==> src/rtl/card_rd_pkg.sv <==
package card_rd_pkg;

  typedef enum logic [1:0] {
    SEQ_IDLE = 2'd0,
    SEQ_RESP = 2'd1,
    SEQ_DATA = 2'd2
  } seq_state_e;

  typedef struct packed {
    logic [2:0] sel;
    logic       chain;
    logic       en;
  } ctl_t;

  localparam logic [2:0] SEL_DRAIN = 3'b100;

  localparam int FLG_BTI = 0;
  localparam int FLG_CTO = 1;
  localparam int FLG_CRC = 2;
  localparam int FLG_DTO = 3;
  localparam int NFLG    = 4;

  function automatic logic drain_selected(input ctl_t c);
    return c.sel == SEL_DRAIN;
  endfunction

endpackage

==> src/rtl/rx_fifo.sv <==
module rx_fifo #(
  parameter int DW    = 8,
  parameter int DEPTH = 16,
  localparam int AW   = (DEPTH > 2) ? $clog2(DEPTH) : 1,
  localparam int LW   = $clog2(DEPTH + 1)
) (
  input  logic          clk,
  input  logic          rst_n,
  input  logic          flush,
  input  logic          push,
  input  logic [DW-1:0] din,
  input  logic          pop,
  output logic [DW-1:0] head,
  output logic [LW-1:0] level
);

  logic [DW-1:0] mem [DEPTH];
  logic [AW-1:0] wp, rp;

  function automatic logic [AW-1:0] ptr_next(input logic [AW-1:0] p);
    return (p == AW'(DEPTH - 1)) ? '0 : p + 1'b1;
  endfunction

  wire full    = (level == LW'(DEPTH));
  wire pop_ok  = pop && (level != '0);
  wire push_ok = push && (!full || pop_ok);

  always_ff @(posedge clk) begin
    if (!flush && push_ok) mem[wp] <= din;
  end

  always_ff @(posedge clk or negedge rst_n) begin
    if (!rst_n) begin
      wp    <= '0;
      rp    <= '0;
      level <= '0;
    end else if (flush) begin
      wp    <= '0;
      rp    <= '0;
      level <= '0;
    end else begin
      if (push_ok) wp <= ptr_next(wp);
      if (pop_ok)  rp <= ptr_next(rp);
      level <= level + LW'(push_ok) - LW'(pop_ok);
    end
  end

  assign head = mem[rp];

endmodule

==> src/rtl/rd_seq_ctrl.sv <==
module rd_seq_ctrl
  import card_rd_pkg::*;
#(
  parameter int CMD_TO = 64,
  parameter int DAT_TO = 256,
  parameter int BCW    = 8,
  localparam int TMAX  = (CMD_TO > DAT_TO) ? CMD_TO : DAT_TO,
  localparam int TW    = $clog2(TMAX + 1)
) (
  input  logic           clk,
  input  logic           rst_n,
  input  logic           cmd_start,
  input  logic           chain,
  input  logic           resp_ok,
  input  logic           resp_crc,
  input  logic           blk_ok,
  input  logic           dat_crc,
  input  logic [BCW-1:0] bcnt_reg,
  output seq_state_e     state,
  output logic [BCW-1:0] blk_left,
  output logic           ev_start,
  output logic           ev_cmd_crc,
  output logic           ev_cmd_to,
  output logic           ev_dat_crc,
  output logic           ev_dat_to,
  output logic           ev_blk_done,
  output logic           ev_last_blk
);

  logic [TW-1:0] tmr;

  function automatic logic [BCW-1:0] blk_load(input logic [BCW-1:0] n);
    return (n == '0) ? BCW'(1) : n;
  endfunction

  wire in_idle = (state == SEQ_IDLE);
  wire in_resp = (state == SEQ_RESP);
  wire in_data = (state == SEQ_DATA);
  wire cmd_win_end = (tmr == TW'(CMD_TO - 1));
  wire dat_win_end = (tmr == TW'(DAT_TO - 1));

  assign ev_start    = in_idle && cmd_start;
  assign ev_cmd_crc  = in_resp && resp_crc;
  assign ev_cmd_to   = in_resp && !resp_crc && !resp_ok && cmd_win_end;
  assign ev_dat_crc  = in_data && dat_crc;
  assign ev_blk_done = in_data && !dat_crc && blk_ok;
  assign ev_last_blk = ev_blk_done && (blk_left == BCW'(1));
  assign ev_dat_to   = in_data && !dat_crc && !blk_ok && dat_win_end;

  always_ff @(posedge clk or negedge rst_n) begin
    if (!rst_n) begin
      state    <= SEQ_IDLE;
      tmr      <= '0;
      blk_left <= '0;
    end else begin
      unique case (state)
        SEQ_IDLE: begin
          if (cmd_start) begin
            state    <= SEQ_RESP;
            tmr      <= '0;
            blk_left <= blk_load(bcnt_reg);
          end
        end
        SEQ_RESP: begin
          if (ev_cmd_crc || ev_cmd_to) begin
            state <= SEQ_IDLE;
          end else if (resp_ok) begin
            state <= SEQ_DATA;
            tmr   <= '0;
          end else begin
            tmr <= tmr + 1'b1;
          end
        end
        SEQ_DATA: begin
          if (ev_dat_crc || ev_dat_to) begin
            state <= SEQ_IDLE;
          end else if (ev_blk_done) begin
            blk_left <= blk_left - 1'b1;
            tmr      <= '0;
            if (ev_last_blk || !chain) state <= SEQ_IDLE;
          end else begin
            tmr <= tmr + 1'b1;
          end
        end
        default: state <= SEQ_IDLE;
      endcase
    end
  end

endmodule

==> src/rtl/sticky_flags.sv <==
module sticky_flags #(
  parameter int N = 4
) (
  input  logic         clk,
  input  logic         rst_n,
  input  logic [N-1:0] set,
  input  logic         clr_wr,
  input  logic [N-1:0] clr,
  output logic [N-1:0] q
);

  function automatic logic [N-1:0] next_flags(input logic [N-1:0] cur,
                                              input logic [N-1:0] s,
                                              input logic         w,
                                              input logic [N-1:0] c);
    return (cur & ~(w ? c : '0)) | s;
  endfunction

  always_ff @(posedge clk or negedge rst_n) begin
    if (!rst_n) q <= '0;
    else        q <= next_flags(q, set, clr_wr, clr);
  end

endmodule

==> src/rtl/card_rd_dma_seq.sv <==
module card_rd_dma_seq
  import card_rd_pkg::*;
#(
  parameter int DW     = 8,
  parameter int DEPTH  = 16,
  parameter int BCW    = 8,
  parameter int CMD_TO = 64,
  parameter int DAT_TO = 256,
  localparam int LW    = $clog2(DEPTH + 1)
) (
  input  logic            clk,
  input  logic            rst_n,
  input  logic            ctl_wr,
  input  logic [4:0]      ctl_wdata,
  input  logic            bcnt_wr,
  input  logic [BCW-1:0]  bcnt_wdata,
  input  logic            cmd_start,
  input  logic            fifo_clr,
  input  logic            resp_ok,
  input  logic            resp_crc_err,
  input  logic            blk_ok,
  input  logic            dat_crc_err,
  input  logic            rx_push,
  input  logic [DW-1:0]   rx_data,
  input  logic            dma_ack,
  output logic            dma_req,
  output logic [DW-1:0]   dma_rdata,
  input  logic            flag_clr_wr,
  input  logic [NFLG-1:0] flag_clr,
  output logic [NFLG-1:0] flags,
  output logic            cmd_off,
  output logic            busy,
  output logic [4:0]      ctl_q,
  output logic [BCW-1:0]  blk_left,
  output logic [LW-1:0]   fifo_lvl
);

  ctl_t           ctl;
  logic [BCW-1:0] bcnt_reg;
  seq_state_e     seq_state;
  logic           ev_start, ev_cmd_crc, ev_cmd_to, ev_dat_crc, ev_dat_to;
  logic           ev_blk_done, ev_last_blk;

  wire seq_in_resp = (seq_state == SEQ_RESP);
  wire err_cmd     = ev_cmd_crc || ev_cmd_to;
  wire err_dat     = ev_dat_crc || ev_dat_to;
  wire fifo_flush  = fifo_clr || err_dat;
  wire dma_pop     = dma_req && dma_ack;

  rd_seq_ctrl #(
    .CMD_TO (CMD_TO),
    .DAT_TO (DAT_TO),
    .BCW    (BCW)
  ) u_seq (
    .clk         (clk),
    .rst_n       (rst_n),
    .cmd_start   (cmd_start),
    .chain       (ctl.chain),
    .resp_ok     (resp_ok),
    .resp_crc    (resp_crc_err),
    .blk_ok      (blk_ok),
    .dat_crc     (dat_crc_err),
    .bcnt_reg    (bcnt_reg),
    .state       (seq_state),
    .blk_left    (blk_left),
    .ev_start    (ev_start),
    .ev_cmd_crc  (ev_cmd_crc),
    .ev_cmd_to   (ev_cmd_to),
    .ev_dat_crc  (ev_dat_crc),
    .ev_dat_to   (ev_dat_to),
    .ev_blk_done (ev_blk_done),
    .ev_last_blk (ev_last_blk)
  );

  rx_fifo #(
    .DW    (DW),
    .DEPTH (DEPTH)
  ) u_fifo (
    .clk   (clk),
    .rst_n (rst_n),
    .flush (fifo_flush),
    .push  (rx_push),
    .din   (rx_data),
    .pop   (dma_pop),
    .head  (dma_rdata),
    .level (fifo_lvl)
  );

  logic [NFLG-1:0] flg_set;
  always_comb begin
    flg_set          = '0;
    flg_set[FLG_BTI] = ev_last_blk;
    flg_set[FLG_CTO] = ev_cmd_to;
    flg_set[FLG_CRC] = ev_cmd_crc || ev_dat_crc;
    flg_set[FLG_DTO] = ev_dat_to;
  end

  sticky_flags #(.N(NFLG)) u_flags (
    .clk    (clk),
    .rst_n  (rst_n),
    .set    (flg_set),
    .clr_wr (flag_clr_wr),
    .clr    (flag_clr),
    .q      (flags)
  );

  always_ff @(posedge clk or negedge rst_n) begin
    if (!rst_n) begin
      ctl      <= '0;
      bcnt_reg <= '0;
      cmd_off  <= 1'b0;
    end else begin
      if (err_cmd || err_dat) ctl <= '0;
      else if (ctl_wr)        ctl <= ctl_t'(ctl_wdata);
      if (bcnt_wr) bcnt_reg <= bcnt_wdata;
      if (err_cmd || err_dat) cmd_off <= 1'b1;
      else if (ev_start)      cmd_off <= 1'b0;
    end
  end

  assign busy    = (seq_state != SEQ_IDLE);
  assign ctl_q   = ctl;
  assign dma_req = ctl.en && (fifo_lvl != '0) && (busy || drain_selected(ctl));

endmodule

==> config.mk <==
export PLATFORM = sky130hd
export DESIGN_NAME = card_rd_dma_seq
export DESIGN_NICKNAME = d
export VERILOG_FILES = /design/src/rtl/card_rd_pkg.sv /design/src/rtl/rx_fifo.sv /design/src/rtl/rd_seq_ctrl.sv /design/src/rtl/sticky_flags.sv /design/src/rtl/card_rd_dma_seq.sv
export SDC_FILE = /design/constraint.sdc
export NUM_CORES = 1
export LEC_CHECK = 0
export BUFFER_PORTS_ARGS = -buffer_cell sky130_fd_sc_hd__buf_2
export CORE_MARGIN = 8
export CORE_UTILIZATION = 45
export CTS_CLUSTER_SIZE = 24
export DETAILED_ROUTE_END_ITERATION = 10
export GPL_TIMING_DRIVEN = 1
export HOLD_SLACK_MARGIN = 0.1
export PLACE_DENSITY = 0.65
export SYNTH_ARGS = -nofsm -noshare
export SYNTH_HDL_FRONTEND = slang
export SYNTH_HIERARCHICAL = 1
export SYNTH_SLANG_ARGS = --single-unit
==> constraint.sdc <==
create_clock -name clk -period 3 [get_ports clk]
set_input_delay 0.15 -clock clk [delete_from_list [all_inputs] [get_ports clk]]
set_output_delay 0.15 -clock clk [all_outputs]
set_load 0.01 [all_outputs]
==> results of run 1 <==
-- layout by cell type, fill, tap and decap left out, types with 5 or more instances in the layout --
master and count:
buf_2 70, buf_4 31, mux2_2 9, edfxtp_1 128, nand3_1 7, nor3_1 6, o21ai_0 24, dfrtp_1 49
clkbuf_16 17, a22o_1 5, inv_1 20, a221oi_1 7, nand2_1 24, a21o_1 7, mux4_2 16, nor2_1 30
a221oi_2 10, nor2b_1 9, inv_6 6, dlygate4sd3_1 29, ha_1 18, mux2i_1 41, o21ai_1 5, a22oi_1 9
a21oi_1 17
-- report_power, final --
part | leakage [nW] | internal [mW] | switching [mW] | total [mW]
clock | 0.283 | 1.24 | 0.924 | 2.16
sequential | 1.79 | 2.83 | 0.252 | 3.09
combinational | 1.61 | 0.808 | 0.983 | 1.79
-- cells in the mapped netlist, types with 2 or more instances --
| cell type | number |
|---|---|
| a21o_1 | 7 |
| edfxtp_1 | 128 |
| nor3_1 | 9 |
| nor4_4 | 2 |
| mux4_2 | 16 |
| dfrtp_1 | 50 |
| xor2_1 | 3 |
| o21bai_1 | 2 |
| and2_1 | 2 |
| a311o_1 | 2 |
| nor4_1 | 2 |
| nor3b_1 | 3 |
| clkbuf_1 | 7 |
| ha_1 | 18 |
| o211ai_1 | 2 |
| nor2_1 | 31 |
| a22oi_1 | 9 |
| nand3_1 | 7 |
| nand4_1 | 2 |
| o21ai_2 | 2 |
| and3b_1 | 2 |
| buf_2 | 6 |
| or3_1 | 2 |
| mux2i_1 | 41 |
| or4_1 | 3 |
| a21oi_1 | 18 |
| and3_1 | 4 |
| mux2_2 | 9 |
| a221oi_1 | 7 |
| o21ai_0 | 25 |
| nor2b_1 | 10 |
| a22o_1 | 5 |
| a221oi_2 | 10 |
| nand2b_1 | 5 |
| o21ai_1 | 4 |
| buf_6 | 9 |
| inv_1 | 20 |
| or2_2 | 2 |
| nand2_1 | 28 |
-- metal layers --
layer  vias up  track usage, %
li1       2327               -
met3        19            3.26
met2       136            26.1
met5         -               0
met4         0            5.40
met1      2546            22.8
-- worst min path at each step --
stage,startpoint,to,slack (ns),depth (start not counted)
4_1_cts,bcnt_wr,bcnt_reg[4],0.10,2
2_1_floorplan,rst_n,bcnt_reg[0],-0.15,0
3_3_place_gp,rst_n,u_fifo/level[3],0.31,1
3_5_place_dp,rst_n,u_fifo/level[3],0.32,1
6_report,bcnt_wr,bcnt_reg[1],0.12,2
5_1_grt,bcnt_wr,bcnt_reg[4],0.12,2
-- cell type report --
type / instances / area share [%]
Tap cell: 225 / 2.92
Timing Repair Buffer: 130 / 9.06
Sequential cell: 178 / 52.9
Clock buffer: 18 / 4.45
Inverter: 21 / 0.818
Clock inverter: 12 / 1.53
Multi-Input combinational cell: 319 / 28.3
-- critical path, stage by stage (launching register included) --
cell and delay [ns]:
dfrtp_1 0.39, ha_1 0.22, and3_1 0.15, and3_1 0.18, and3_1 0.18, ha_1 0.20, nor4bb_4 0.19, or3_4 0.33
inv_1 0.08, o211a_4 0.20, nand2_2 0.12, nor3_1 0.15, buf_4 0.20
-- metrics by stage --
stage / std cells / utilization [%] / TNS (ns) / power (mW) / area [um2]
2_1_floorplan: 543 / - / -2.67 / 4.24 / 8020
3_3_place_gp: 842 / 50.0 / 0 / 4.72 / 8680
3_5_place_dp: 842 / 50.0 / 0 / 4.77 / 8680
4_1_cts: 901 / 55.0 / -0.0133 / 7.01 / 9550
5_1_grt: 903 / 55.5 / -0.00208 / 7.39 / 9640
6_report: 903 / 55.5 / 0 / 7.04 / 9640
-- what timing repair did --
item,in CTS,in global routing
endpoints found under the setup margin,10,129
pin swaps,0,2
gates resized for setup,0,18
hold buffers,29,0
setup buffers,0,2
hold endpoints to repair,55,0
-- cell families (layout without fill, tap and decap cells) --
group | after synthesis | after routing | synth area share [%]
fa+ha+maj | 19 | 19 | 3.06
simple gates | 127 | 127 | 9.01
xor+xnor | 4 | 4 | 0.437
compound gates | 103 | 103 | 9.65
mux | 66 | 66 | 10.9
flops | 178 | 178 | 63.6
buf+inv | 46 | 181 | 3.34
==> qor.yml, run 1 <==
timing:
  fin_ws_ns: 0.109
  finalClockSkew_ns: 0.00873
  finalHoldWorstSlack_ns: 0.121
  maxSlewHeadroom_pct: 39.3
  fin_crit_ns: 2.89
  fin_crit_sh_pct: 96.4
  worst_pin_slew_ns: 0.911
  slew_violations: 0
  fmax_mhz: 346
  setup_violations: 0
  hold_violations: 0
synthesis:
  ys_top_cells_by_area: "edfxtp_1 (48%), dfrtp_1 (16%), mux2i_1 (5.1%), mux4_2 (4.5%), ha_1 (2.8%)"
  netlist_instances: 543
  syn_area_um2: 8010
  post_synth.cell_area_avg_um2: 14.8
  synthArstFlopShare_pct: 28.1
  synth-seq-area-share_pct: 63.6
  yosys.area.top_type: "edfxtp_1"
  synth_top_area_share_pct: 48.0
  yosys_warnings: 6
  ys_ff_latch: 178
  ys.flop_type: "edfxtp_1"
  yosysUniqueCellTypes: 68
  synth_edf_count: 128
  synth_nets: 600
drt:
  wl_met2_um: 8910
  vias: 5028
  vias_per_cell: 5.57
  first_pass_iters: 4
  routedWlPerCell_um: 19.9
  routed.top_layer: "met4"
  ant_nets: 0
  wl_met1_um: 8150
  drt_iter0_markers: 399
  finalWirelength_um: 18000
  wl_met3_um: 690
  drc: 0
worst_setup_path:
  r2r_cells: 12
  reg2reg_from: "u_seq/tmr[0]"
  critPathLaunchType: "flip-flop"
  critPathRequiredTime_ns: 3.13
  crit_path_start: "u_seq/tmr[0]"
  path_max_fanout: 8
  cp-endpoint: "u_fifo/mem[1][4]"
  r2r_setup_slack_ns: 0.11
  crit_path_end_kind: "flip-flop"
  criticalPathCategory: "reg2reg"
  cp.arrival_ns: 3.02
  r2r-end: "u_fifo/mem[1][4]"
pwr:
  cellPowerDensity_nw_per_um2: 730
  p_leak_nw: 3.69
  vdd_ir_drop_max_uv: 410
cts:
  worstSkewPairLatency_ns: 0.42
  cts_htree_levels: 4
  cts_tree: "yes"
  cts-root-buf: "clkbuf_16"
  clock_path_buffers: 2
  clock-sinks: 178
  clk_pin_slew_worst_paths_ns: 0.06
  cts_buffers: 17
layout:
  fillCellCount: 1341
  regMostFlops: "u_fifo/mem"
  area_growth_syn_to_layout_pct: 20.3
  drive_above_1_share_pct: 29.6
  reg_top3: "u_fifo/mem (128), u_seq/tmr (9)"
  largest_register_ffs: 128
  antenna_cells: 0
  nets: 724
  ff_latch_area_um2: 5100
  multiInputGateArea_um2: 2730
floorplanning:
  dieArea_um2: 22300
  fp.dieW_um: 149
  pin_count: 71
  rows: 48
  start_util_pct: 46.2
  core_um2: 17400
  die_y_um: 149
job:
  maxCapViolations: 0
placed_design:
  pre_cts_ws_ns: 0.0227
  gp_congestion: 0.825
  hpwl_um: 12300
  io_buffers: 70
grt:
  grt_usage_pct: 16.6
  grt_remaining_overflow: 0
  grt_pass1_wl_um: 28500
  antenna_found_initial: 0
  grt_max_degree: 39
  grt_pass1_vias: 4952
outcome:
  status: "complete, no violations"
hold_path:
  min_path_type: "in2reg"
Power figures use the tool's default switching activity.
==> run 2, diff against run 1 <==
--- a/config.mk
+++ b/config.mk
@@ -5,14 +5,15 @@
 export SDC_FILE = /design/constraint.sdc
 export NUM_CORES = 1
 export LEC_CHECK = 0
+export ABC_AREA = 1
 export BUFFER_PORTS_ARGS = -buffer_cell sky130_fd_sc_hd__buf_2
 export CORE_MARGIN = 8
-export CORE_UTILIZATION = 45
+export CORE_UTILIZATION = 54
 export CTS_CLUSTER_SIZE = 24
 export DETAILED_ROUTE_END_ITERATION = 10
 export GPL_TIMING_DRIVEN = 1
 export HOLD_SLACK_MARGIN = 0.1
-export PLACE_DENSITY = 0.65
+export PLACE_DENSITY = 0.76
 export SYNTH_ARGS = -nofsm -noshare
 export SYNTH_HDL_FRONTEND = slang
 export SYNTH_HIERARCHICAL = 1
==> run 2 against run 1 <==
Flip-flop and latch count is the same. Via count grew 32%. Clock power is essentially flat. Global-route usage increased by 4.8 points. Critical endpoint is now u_fifo/mem[6][0]. Largest power group unchanged.
==> qor.yml, run 2 <==
worst_setup_path:
  reg2reg_from: "u_seq/tmr[0]"
  critPathRequiredTime_ns: 3.06  # -0.07 ns
  r2r_cells: 13  # +1
  r2r-end: "u_fifo/mem[6][0]"
  r2r_setup_slack_ns: 0.22  # +0.11 ns
  cp.arrival_ns: 2.83  # -0.19 ns
  criticalPathCategory: "reg2reg"
  critPathLaunchType: "flip-flop"
  max_stage_delay_ns: 0.64  # +0.25 ns
  crit_path_end_kind: "flip-flop"
  path_max_fanout: 16  # +8
  path_cells: "ha_1, nand3_2, nor2_4, nand2_1, nor2_1, ha_1, nand2_1, nor3_2, inv_1, nand2_1, inv_1, nand2_2, nor2_1"
  cpMostUsedCell: "nand2_1"
  crit_slowest_cell: "nor2_1"
drt:
  first_pass_iters: 6  # +2
  ant_nets: 0  # unchanged
  drc: 0  # unchanged
  drt_iter0_markers: 685  # +72%
  vias_per_cell: 5.24  # -5.9%
  finalWirelength_um: 20500  # +14%
  vias: 6619  # +32%
  routedWlPerCell_um: 16.2  # -19%
layout:
  nets: 1092  # +51%
  antenna_cells: 0  # unchanged
  final_cell_mix: "nand2_1 (323), nor2_1 (137), edfxtp_1 (128)"
  layout_commonest_cell: "nand2_1"
  reg_top3: "u_fifo/mem (128), u_seq/tmr (9)"
  regMostFlops: "u_fifo/mem"
  largest_register_ffs: 128  # unchanged
  finalNonFillerCells: 1263  # +40%
  drive_above_1_share_pct: 12.3  # -17 points
  area_growth_syn_to_layout_pct: 16.3
synthesis:
  synthArstFlopShare_pct: 28.1  # unchanged
  ys_top_cells_by_area: "edfxtp_1 (45%), dfrtp_1 (15%), nand2_1 (14%), nor2_1 (6.0%), inv_1 (4.3%)"
  ys_ff_latch: 178  # unchanged
  post_synth.cell_area_avg_um2: 9.09  # -38%
  yosysUniqueCellTypes: 36  # -47%
  synth-seq-area-share_pct: 59.8  # -3.8 points
  synth_edf_count: 128  # unchanged
  synth_top_area_share_pct: 45.1  # -2.9 points
  synth.most_common_cell: "nand2_1"
  syn_area_um2: 8520  # +6.4%
  synth_nets: 994  # +66%
  yosys.area.top_type: "edfxtp_1"
  yosys_warnings: 6  # unchanged
  ys.flop_type: "edfxtp_1"
  netlist_instances: 937  # +73%
  synth_commonest_cells: "nand2_1 (323), nor2_1 (137), edfxtp_1 (128), inv_1 (97), nand3_1 (70)"
hold_path:
  min_path_type: "in2reg"
  hold_path_end: "ctl_q[0]"
  hold_start: "ctl_wr"
  whs_path_depth: 4  # +2
cts:
  clock-sinks: 178  # unchanged
  postCtsResizedCells: 0  # unchanged
  clock_path_buffers: 2  # unchanged
  cts_htree_levels: 4  # unchanged
  clk_pin_slew_worst_paths_ns: 0.07  # about the same
  cts_buffers: 17  # unchanged
  cts_tree: "yes"
  worstSkewPairLatency_ns: 0.43  # about the same
  cts-root-buf: "clkbuf_16"
grt:
  grt_pass1_wl_um: 33100  # +16%
  grt_max_degree: 84  # +120%
  antenna_found_initial: 0  # unchanged
  grt_pass1_vias: 6527  # +32%
  grt_usage_pct: 21.4  # +4.8 points
  grt_remaining_overflow: 0  # unchanged
pwr:
  combPwrFrac_pct: 28.0  # +2.6 points
  power.total_mw: 7.15  # +1.5%
  internal_power_mw: 4.72  # -3.2%
  vdd_ir_drop_max_uv: 459  # +12%
  cellPowerDensity_nw_per_um2: 721  # -1.3%
  pwr-share-seq_pct: 41.9  # -1.9 points
  netSwitchingPower_mw: 2.43  # +12%
  p_leak_nw: 4.46  # +21%
  clkPwrFrac_pct: 30.1  # -0.6 points
  sw_frac_of_total_pct: 33.9  # +3.3 points
floorplanning:
  die_y_um: 142  # -5.2%
  fp.dieW_um: 142  # -5.2%
  pin_count: 71  # unchanged
  dieArea_um2: 20100  # -10%
  start_util_pct: 54.4  # +8.3 points
  core_um2: 15700  # -9.8%
  rows: 46  # -4.2%
timing:
  fin_crit_ns: 2.78  # -0.114 ns
  maxSlewHeadroom_pct: 46.3  # +7.0 points
  setup_violations: 0  # unchanged
  fin_crit_sh_pct: 92.6  # -3.8 points
  fmax_mhz: 360  # +4.1%
  worst_pin_slew_ns: 0.806  # -0.105 ns
  finalClockSkew_ns: 0.00886  # +0.000132 ns
  slew_violations: 0  # unchanged
  hold_violations: 0  # unchanged
  rsz0062_at_grt: "no"
  finalSetupTns_ns: 0  # unchanged
placed_design:
  dp_cells: 1201  # +43%
  io_buffers: 70  # unchanged
  gp_congestion: 0.835  # +1.1%
  hpwl_um: 13300  # +8.6%
outcome:
  status: "complete, no violations"
job:
  maxCapViolations: 0  # unchanged
run 2: metal layers:
| layer | vias to the layer above | share of wire, % | track usage (%) |
|---|---|---|---|
| met4 | 0 | 3.1 | 9.04 |
| met5 | - | 0 | 0 |
| met1 | 3047 | 41 | 26.3 |
| met2 | 322 | 48 | 35.7 |
| li1 | 3197 | - | - |
| met3 | 53 | 7.7 | 4.94 |
run 2: worst max-delay path: cells and delay by family (launching register included):
kind / cells / cell delay, ns
simple gates: 9 / 1.39
fa+ha+maj: 2 / 0.42
buf+inv: 2 / 0.17
flops: 1 / 0.41
run 2: layout make-up:
| type | instances | area [um2] |
|---|---|---|
| repair buffers | 107 | 706 |
| fillers | 1293 | 5740 |
| clock buffers | 20 | 437 |
| well taps | 216 | 270 |
| inverters | 102 | 383 |
| flip-flops and latches | 178 | 5100 |
| clock inverters | 11 | 131 |
| multi-input cells | 629 | 2890 |
run 2: repair_timing:
action | 4_1_cts | 5_1_grt
setup endpoints to repair | 0 | 0
endpoints found under the hold margin | 41 | 0
setup buffers | 0 | 0
hold buffers | 31 | 0
run 2: cells by family (layout without fill, tap and decap cells):
logic type | count (synthesis) | in the layout | synth area share (%)
compound gates | 46 | 46 | 2.82
xor+xnor | 6 | 6 | 0.617
fa+ha+maj | 19 | 19 | 2.88
buf+inv | 130 | 240 | 6.30
flops | 178 | 178 | 59.8
mux | 8 | 8 | 1.41
simple gates | 550 | 550 | 26.2
run 2: through the flow:
stage | worst slack (ns) | util, % | hold WS (ns) | cell area (um2)
2_1_floorplan | 0.522 | - | -0.146 | 8520
3_3_place_gp | 0.301 | 57.7 | 0.145 | 9030
3_5_place_dp | 0.263 | 57.7 | 0.154 | 9030
4_1_cts | 0.254 | 63.3 | 0.101 | 9910
5_1_grt | 0.0371 | 63.3 | 0.143 | 9910
6_report | 0.223 | 63.3 | 0.116 | 9910
run 2: power groups by stage:
stage / logic (mW) / clock network (mW) / registers, mW
floorplan: 1.29 / 0 / 3.06
global placement: 1.89 / 0 / 3.03
detailed placement: 1.93 / 0 / 3.04
CTS: 1.98 / 2.17 / 2.99
global route: 2.26 / 2.29 / 3.02
finish: 2.00 / 2.15 / 3.00
run 2: worst max path at each step:
stage | end | slack, ns | startpoint
2_1_floorplan | u_fifo/mem[12][0] | 0.52 | u_seq/tmr[0]
3_3_place_gp | u_fifo/mem[6][2] | 0.30 | u_seq/tmr[0]
3_5_place_dp | u_fifo/mem[6][4] | 0.26 | u_seq/tmr[0]
4_1_cts | u_fifo/mem[14][7] | 0.25 | u_seq/tmr[0]
5_1_grt | u_fifo/mem[6][3] | 0.04 | u_seq/tmr[0]
6_report | u_fifo/mem[6][0] | 0.22 | u_seq/tmr[0]
